--- config.mk ---
export PLATFORM = sky130hd
export DESIGN_NAME = srup_ctrl
export DESIGN_NICKNAME = d
export VERILOG_FILES = /design/src/rtl/srup_pkg.sv /design/src/rtl/srup_shadow_bank.sv /design/src/rtl/srup_commit_ctrl.sv /design/src/rtl/srup_read_mux.sv /design/src/rtl/srup_ctrl.sv
export SDC_FILE = /design/constraint.sdc
export NUM_CORES = 2
export LEC_CHECK = 0
export BUFFER_PORTS_ARGS = -buffer_cell sky130_fd_sc_hd__buf_4
export CORE_MARGIN = 3
export CORE_UTILIZATION = 50
export CTS_CLUSTER_DIAMETER = 60
export DETAILED_ROUTE_END_ITERATION = 7
export GPL_TIMING_DRIVEN = 0
export PLACE_DENSITY = 0.71
export SYNTH_ARGS = -nofsm -noshare
export SYNTH_HDL_FRONTEND = slang
export SYNTH_SLANG_ARGS = --single-unit
--- constraint.sdc ---
create_clock -name clk -period 4.09 [get_ports clk]
set_clock_uncertainty 0.2 [all_clocks]
set_input_delay 0.6135 -clock clk [delete_from_list [all_inputs] [get_ports clk]]
set_output_delay 0.6135 -clock clk [all_outputs]
set_load 0.02 [all_outputs]
--- src/rtl/srup_pkg.sv ---
// Shared address map, control bit positions and address classifier for the
// shadow register update controller. Assumes word addressing.
package srup_pkg;

    localparam int unsigned CTRL_ADDR = 0;
    localparam int unsigned PROT_ADDR = 1;
    localparam int unsigned GLB_BASE  = 2;

    localparam int CB_NOW = 0;  // immediate video enable
    localparam int CB_FRM = 1;  // frame-synchronised video enable
    localparam int CB_UPD = 2;  // update request
    localparam int WB_EN  = 0;  // window enable, bit of window word 0

    typedef enum logic [2:0] {
        SEL_NONE,
        SEL_CTRL,
        SEL_PROT,
        SEL_GLB,
        SEL_WIN
    } sel_e;

    // Classify a word address into the register group it belongs to.
    function automatic sel_e classify(input int unsigned a,
                                      input int unsigned nglb,
                                      input int unsigned nwin,
                                      input int unsigned wregs);
        sel_e s;
        if (a == CTRL_ADDR)
            s = SEL_CTRL;
        else if (a == PROT_ADDR)
            s = SEL_PROT;
        else if (a >= GLB_BASE && a < GLB_BASE + nglb)
            s = SEL_GLB;
        else if (a >= GLB_BASE + nglb && a < GLB_BASE + nglb + nwin * wregs)
            s = SEL_WIN;
        else
            s = SEL_NONE;
        return s;
    endfunction

endpackage

--- src/rtl/srup_shadow_bank.sv ---
// Shadow/active pair for one register group. Writes land in the shadow
// words; a commit pulse copies every shadow word to its active word in one
// edge. Assumes at most one write per cycle and word-wide writes.
module srup_shadow_bank #(
    parameter int WORDS = 4,
    parameter int WIDTH = 32,
    localparam int IDX_W = (WORDS > 1) ? $clog2(WORDS) : 1
) (
    input  logic                   clk,
    input  logic                   rst_n,
    input  logic                   soft_rst,
    input  logic                   wr_en,
    input  logic [IDX_W-1:0]       wr_idx,
    input  logic [WIDTH-1:0]       wr_data,
    input  logic                   commit,
    output logic [WORDS*WIDTH-1:0] shadow_q,
    output logic [WORDS*WIDTH-1:0] active_q
);

    genvar i;
    generate
        for (i = 0; i < WORDS; i++) begin : g_word
            // Shadow word: take bus writes aimed at this index.
            always_ff @(posedge clk) begin
                if (!rst_n || soft_rst)
                    shadow_q[i*WIDTH +: WIDTH] <= '0;
                else if (wr_en && wr_idx == IDX_W'(i))
                    shadow_q[i*WIDTH +: WIDTH] <= wr_data;
            end

            // Active word: copy the shadow value on a commit.
            always_ff @(posedge clk) begin
                if (!rst_n || soft_rst)
                    active_q[i*WIDTH +: WIDTH] <= '0;
                else if (commit)
                    active_q[i*WIDTH +: WIDTH] <= shadow_q[i*WIDTH +: WIDTH];
            end
        end
    endgenerate

endmodule

--- src/rtl/srup_commit_ctrl.sv ---
// Decides at each frame boundary which groups commit. The global group
// commits when an update is armed; a window commits when an update is armed
// or a transfer of its own was held, and only if its protect bit is clear.
// Assumes vsync is a single-cycle pulse.
module srup_commit_ctrl #(
    parameter int NUM_WIN = 2
) (
    input  logic               clk,
    input  logic               rst_n,
    input  logic               soft_rst,
    input  logic               vsync,
    input  logic               upd_set,
    input  logic [NUM_WIN-1:0] protect,
    output logic               upd_armed,
    output logic               commit_glb,
    output logic [NUM_WIN-1:0] commit_win
);

    logic [NUM_WIN-1:0] held_q;

    assign commit_glb = vsync && upd_armed;

    // Update request: a new request wins over the clear at a served vsync.
    always_ff @(posedge clk) begin
        if (!rst_n || soft_rst)
            upd_armed <= 1'b0;
        else if (upd_set)
            upd_armed <= 1'b1;
        else if (vsync)
            upd_armed <= 1'b0;
    end

    genvar w;
    generate
        for (w = 0; w < NUM_WIN; w++) begin : g_win
            logic want;
            assign want          = upd_armed || held_q[w];
            assign commit_win[w] = vsync && want && !protect[w];

            // Held flag: remember a transfer that a protect bit blocked.
            always_ff @(posedge clk) begin
                if (!rst_n || soft_rst)
                    held_q[w] <= 1'b0;
                else if (vsync && want)
                    held_q[w] <= protect[w];
            end
        end
    endgenerate

endmodule

--- src/rtl/srup_read_mux.sv ---
// Read-back multiplexer. Picks the shadow or active copy of the addressed
// word; control and protect registers are assembled from their bits.
// Unmapped addresses read as zero. Assumes NUM_WIN <= DATA_W and DATA_W >= 3.
module srup_read_mux
    import srup_pkg::*;
#(
    parameter int NUM_WIN  = 2,
    parameter int WIN_REGS = 4,
    parameter int GLB_REGS = 2,
    parameter int DATA_W   = 32,
    parameter int ADDR_W   = 8,
    localparam int WIN_BITS = NUM_WIN * WIN_REGS * DATA_W,
    localparam int GLB_BITS = GLB_REGS * DATA_W
) (
    input  logic [ADDR_W-1:0]   rd_addr,
    input  logic                rd_shadow,
    input  logic                vid_now,
    input  logic                frm_sh,
    input  logic                frm_act,
    input  logic                upd_armed,
    input  logic [NUM_WIN-1:0]  protect,
    input  logic [GLB_BITS-1:0] glb_sh,
    input  logic [GLB_BITS-1:0] glb_act,
    input  logic [WIN_BITS-1:0] win_sh,
    input  logic [WIN_BITS-1:0] win_act,
    output logic [DATA_W-1:0]   rd_data
);

    localparam int WIN_BASE = GLB_BASE + GLB_REGS;

    sel_e        sel;
    int unsigned a;
    int unsigned goff;
    int unsigned woff;

    assign a    = 32'(rd_addr);
    assign sel  = classify(a, GLB_REGS, NUM_WIN, WIN_REGS);
    assign goff = a - GLB_BASE;
    assign woff = a - WIN_BASE;

    // Select the word for the addressed group and view.
    always_comb begin
        rd_data = '0;
        unique case (sel)
            SEL_CTRL: begin
                rd_data[CB_NOW] = vid_now;
                rd_data[CB_FRM] = rd_shadow ? frm_sh : frm_act;
                rd_data[CB_UPD] = upd_armed;
            end
            SEL_PROT: rd_data[NUM_WIN-1:0] = protect;
            SEL_GLB:  rd_data = rd_shadow ? glb_sh[goff*DATA_W +: DATA_W]
                                          : glb_act[goff*DATA_W +: DATA_W];
            SEL_WIN:  rd_data = rd_shadow ? win_sh[woff*DATA_W +: DATA_W]
                                          : win_act[woff*DATA_W +: DATA_W];
            default:  rd_data = '0;
        endcase
    end

endmodule

--- src/rtl/srup_ctrl.sv ---
// Top of the shadow register update controller. Decodes bus writes into the
// control, protect, global and per-window groups, holds the immediate video
// enable and protect bits, and lets the commit controller move shadow groups
// to the active set at vsync. Assumes one write per cycle, word addressing.
module srup_ctrl
    import srup_pkg::*;
#(
    parameter int NUM_WIN  = 2,
    parameter int WIN_REGS = 4,
    parameter int GLB_REGS = 2,
    parameter int DATA_W   = 32,
    parameter int ADDR_W   = 8,
    localparam int WIN_BITS = NUM_WIN * WIN_REGS * DATA_W,
    localparam int GLB_BITS = GLB_REGS * DATA_W
) (
    input  logic                clk,
    input  logic                rst_n,
    input  logic                soft_rst,
    input  logic                vsync,
    input  logic                wr_en,
    input  logic [ADDR_W-1:0]   wr_addr,
    input  logic [DATA_W-1:0]   wr_data,
    input  logic [ADDR_W-1:0]   rd_addr,
    input  logic                rd_shadow,
    output logic [DATA_W-1:0]   rd_data,
    output logic [GLB_BITS-1:0] act_glb,
    output logic [WIN_BITS-1:0] act_win_cfg,
    output logic [NUM_WIN-1:0]  act_win_en,
    output logic                vid_on_now,
    output logic                vid_on_frame
);

    localparam int WIN_BASE = GLB_BASE + GLB_REGS;
    localparam int GIDX_W   = (GLB_REGS > 1) ? $clog2(GLB_REGS) : 1;
    localparam int WIDX_W   = (WIN_REGS > 1) ? $clog2(WIN_REGS) : 1;

    sel_e               wsel;
    int unsigned        wa;
    logic               wr_ctrl;
    logic               wr_prot;
    logic               wr_glb;
    logic [GIDX_W-1:0]  glb_idx;
    logic [NUM_WIN-1:0] prot_q;
    logic               upd_armed;
    logic               commit_glb;
    logic [NUM_WIN-1:0] commit_win;
    logic [GLB_BITS-1:0] glb_sh;
    logic [WIN_BITS-1:0] win_sh;
    logic               frm_sh;
    int unsigned        goff;

    assign wa      = 32'(wr_addr);
    assign wsel    = classify(wa, GLB_REGS, NUM_WIN, WIN_REGS);
    assign wr_ctrl = wr_en && (wsel == SEL_CTRL);
    assign wr_prot = wr_en && (wsel == SEL_PROT);
    assign wr_glb  = wr_en && (wsel == SEL_GLB);
    assign goff    = wa - GLB_BASE;
    assign glb_idx = goff[GIDX_W-1:0];

    // Immediate video enable: takes the written bit at once.
    always_ff @(posedge clk) begin
        if (!rst_n || soft_rst)
            vid_on_now <= 1'b0;
        else if (wr_ctrl)
            vid_on_now <= wr_data[CB_NOW];
    end

    // Protect bits: immediate, never shadowed.
    always_ff @(posedge clk) begin
        if (!rst_n || soft_rst)
            prot_q <= '0;
        else if (wr_prot)
            prot_q <= wr_data[NUM_WIN-1:0];
    end

    srup_commit_ctrl #(
        .NUM_WIN (NUM_WIN)
    ) u_commit (
        .clk        (clk),
        .rst_n      (rst_n),
        .soft_rst   (soft_rst),
        .vsync      (vsync),
        .upd_set    (wr_ctrl && wr_data[CB_UPD]),
        .protect    (prot_q),
        .upd_armed  (upd_armed),
        .commit_glb (commit_glb),
        .commit_win (commit_win)
    );

    // Frame-synchronised video enable: a one-bit shadow group.
    srup_shadow_bank #(
        .WORDS (1),
        .WIDTH (1)
    ) u_frm (
        .clk      (clk),
        .rst_n    (rst_n),
        .soft_rst (soft_rst),
        .wr_en    (wr_ctrl),
        .wr_idx   (1'b0),
        .wr_data  (wr_data[CB_FRM]),
        .commit   (commit_glb),
        .shadow_q (frm_sh),
        .active_q (vid_on_frame)
    );

    // Global timing words.
    srup_shadow_bank #(
        .WORDS (GLB_REGS),
        .WIDTH (DATA_W)
    ) u_glb (
        .clk      (clk),
        .rst_n    (rst_n),
        .soft_rst (soft_rst),
        .wr_en    (wr_glb),
        .wr_idx   (glb_idx),
        .wr_data  (wr_data),
        .commit   (commit_glb),
        .shadow_q (glb_sh),
        .active_q (act_glb)
    );

    genvar w;
    generate
        for (w = 0; w < NUM_WIN; w++) begin : g_win
            localparam int BASE = WIN_BASE + w * WIN_REGS;
            int unsigned       woff;
            logic              hit;
            logic [WIDX_W-1:0] widx;

            assign woff = wa - BASE;
            assign hit  = wr_en && (wsel == SEL_WIN) &&
                          (wa >= BASE) && (wa < BASE + WIN_REGS);
            assign widx = woff[WIDX_W-1:0];

            srup_shadow_bank #(
                .WORDS (WIN_REGS),
                .WIDTH (DATA_W)
            ) u_bank (
                .clk      (clk),
                .rst_n    (rst_n),
                .soft_rst (soft_rst),
                .wr_en    (hit),
                .wr_idx   (widx),
                .wr_data  (wr_data),
                .commit   (commit_win[w]),
                .shadow_q (win_sh[w*WIN_REGS*DATA_W +: WIN_REGS*DATA_W]),
                .active_q (act_win_cfg[w*WIN_REGS*DATA_W +: WIN_REGS*DATA_W])
            );

            assign act_win_en[w] = act_win_cfg[w*WIN_REGS*DATA_W + WB_EN];
        end
    endgenerate

    srup_read_mux #(
        .NUM_WIN  (NUM_WIN),
        .WIN_REGS (WIN_REGS),
        .GLB_REGS (GLB_REGS),
        .DATA_W   (DATA_W),
        .ADDR_W   (ADDR_W)
    ) u_rd (
        .rd_addr   (rd_addr),
        .rd_shadow (rd_shadow),
        .vid_now   (vid_on_now),
        .frm_sh    (frm_sh),
        .frm_act   (vid_on_frame),
        .upd_armed (upd_armed),
        .protect   (prot_q),
        .glb_sh    (glb_sh),
        .glb_act   (act_glb),
        .win_sh    (win_sh),
        .win_act   (act_win_cfg),
        .rd_data   (rd_data)
    );

endmodule

==> results.cfg <==
[timing]
slew_headroom = -0.00668
timing.final.crit_share = 1.02
hold_viol = 0
fmax_ghz = 0.240
post-route-min-period_ns = 4.17
hold_slack_ns = 0.0681
worst_slack_ns = -0.0772
rsz0062_at_grt = false
slew_violations = 12
tightest_slew_ns = 1.51
setup_viol = 7

[worst_setup_path]
cpLargestDelayFamily = buffers and inverters
worstSetupEndpointType = output port
slowest_stage = mux2i_1
path_buf_inv = 6
path_cells = buf_4 > buf_2 > buf_4 > buf_2 > buf_2 > mux4_2 > mux2i_1 > o221ai_1 > buf_4
crit_type = in2out
critPathMaxFanout = 10
max_stage_delay_ns = 0.49
critPathArrivalTime_ns = 3.35
critPathRequiredTime_ns = 3.28
crit_path_start_kind = primary input

[clocking]
root_buffer = clkbuf_16
clock_sinks = 648
cts_tree = built
cts.reportedPaths.clkPinSlew_ns = 0.06
worstSkewPairLatency_ns = 0.61
htreeDepth = 3
post_cts_buffers = 0
clockBufferDepth = 3
cts_made_buffers = 71

[die]
core_area_um2 = 54200
initial_core_util = 0.510
dieArea_um2 = 58200
rows = 85
die_w_um = 241
die_height_um = 241
io_pins = 410

[power_and_ir_drop]
max-vdd-ir-drop_mv = 0.303
powerDensity_nw_per_um2 = 397
p_leak_nw = 11.5

[drt]
drc = 0
dr_total_vias = 27600
totalWireLength_um = 123000
drt_iter0_drc = 4164
via_per_inst = 6.24
routedWlPerCell_um = 27.8
drtAntennaViolNets = 0
dr.pass1.iters = 6

[yosys]
yosys.area.top_type = dfxtp_1
postSynthCellCount = 3210
synth_seq_cells = 648
synth_async_sr_flop_share = 0
synth_seq_area_share = 0.469
synth_fp_nets = 3270
yosysTopAreaCellShare = 0.469
ys_warn_count = 0
ys_types = 42
synth.area.top_cells = dfxtp_1 (47%), nand2_1 (17%), mux4_2 (13%), a21oi_1 (11%), mux2i_1 (3.5%)
synth_area_per_cell_um2 = 8.62
syn_area_um2 = 27700
synth-edff-count = 0
synthFlopType = dfxtp_1

[layout]
instances_no_fill = 4418
drive_above_1_share = 0.204
regArea_um2 = 13000
layout_commonest_cell = nand2_1
multiInputGateArea_um2 = 13500
synthToLayoutAreaGrowth_pct = 22.4
finish.net_count = 3721
nFillCells = 4837
final_cell_mix = nand2_1 (1250), dfxtp_1 (648), a21oi_1 (612)

[place]
dp_hpwl_um = 87900
gp_congestion = 1.01
port_buffers = 379
dp.cells = 4285

[flow_run]
drv_cap = 1

[grt]
overflow = 0
grt_pass1_wl_um = 172000
grt_use_total = 0.411
antenna_found_initial = 11
grt_pass1_vias = 25400
grt_max_degree = 14

[hold_path]
min_path_type = in2reg

[run_status]
violations = max-capacitance violations, max-slew violations, negative setup slack
status = finished, violations left
-- final cells by class --
cell class              count  share of cell area
plain buffers             296              0.0398
multi-input cells        2257               0.398
repair buffers            379              0.0840
clock buffers             104              0.0609
flip-flops and latches    648               0.383
clock inverters            22             0.00735
inverters                   8            0.000886
well taps                 696              0.0257
diodes                      8            0.000591
-- what timing repair did --
item,in CTS,in global routing
hold buffers,0,0
gates resized for setup,32,23
endpoints found under the setup margin,32,30
-- worst paths after layout --
path	slack [ns]	startpoint	cells after the start	endpoint
setup reg to reg	1.17	u_commit.upd_armed	5	g_win[0].u_bank.active_q[125]
setup / recovery	-0.08	rd_addr[1]	9	rd_data[17]
hold reg to reg	0.26	g_win[1].u_bank.shadow_q[33]	2	g_win[1].u_bank.active_q[33]
hold / removal	0.07	wr_data[1]	3	prot_q[1]
-- cell families after synthesis --
family | share of synthesized area
compound gates | 0.125
xor+xnor | 0.000317
fa+ha+maj | 0.00271
buf+inv | 0.0473
flops | 0.469
mux | 0.167
simple gates | 0.189
-- stage by stage --
stage | area (µm²) | total power [mW] | TNS, ns | setup slack, ns | utilization
finish | 33900 | 13.5 | -0.272 | -0.0772 | 0.625
global route | 33900 | 13.7 | 0 | 0.00170 | 0.624
CTS | 33800 | 13.4 | -0.410 | -0.144 | 0.623
detailed placement | 31400 | 7.04 | -29.19 | -1.20 | 0.579
global placement | 31400 | 7.04 | -29.47 | -1.21 | 0.579
floorplan | 27700 | 6.76 | 0 | 0.330 | -
-- sequential cells by signal (all words and copies together), names as in the netlist --
register and count:
g_win.u_bank.active_q 256, u_frm.active_q 1, u_glb.active_q 64, u_commit.held_q 2, prot_q 2, u_glb.shadow_q 64, u_commit.upd_armed 1, g_win.u_bank.shadow_q 256
vid_on_now 1, u_frm.shadow_q 1
-- power by group --
group	leakage (nW)	total, mW	switching [mW]	internal [mW]
Sequential	5.22	6.31	0.00119	6.31
Combinational	5.15	0.633	0.491	0.142
Clock	1.14	6.51	2.69	3.82
-- synth_stat cells, types with 3 or more instances --
master    instances
a21oi_1         612
inv_1             7
nor2_1           40
mux2i_1          97
buf_1            14
clkbuf_1        217
o221ai_1         29
nor4_2            7
o211ai_1          3
dfxtp_1         648
buf_2            52
buf_6            12
or4_1             4
nor2b_1           5
and4_1            4
ha_1              6
nand2_1        1250
mux4_2          162
nand4_1           6
-- worst min-delay path: stages --
cell	delay (ns)
buf_4	0.10
mux2i_1	0.06
nor2_1	0.07
-- routing by layer --
layer,GRT usage,up-vias,wire length (µm)
li1,-,11800,-
met1,0.541,13200,44500
met2,0.593,2226,51300
met3,0.127,374,18200
met4,0.251,8,8520
met5,0,-,53
Power figures use the tool's default switching activity.
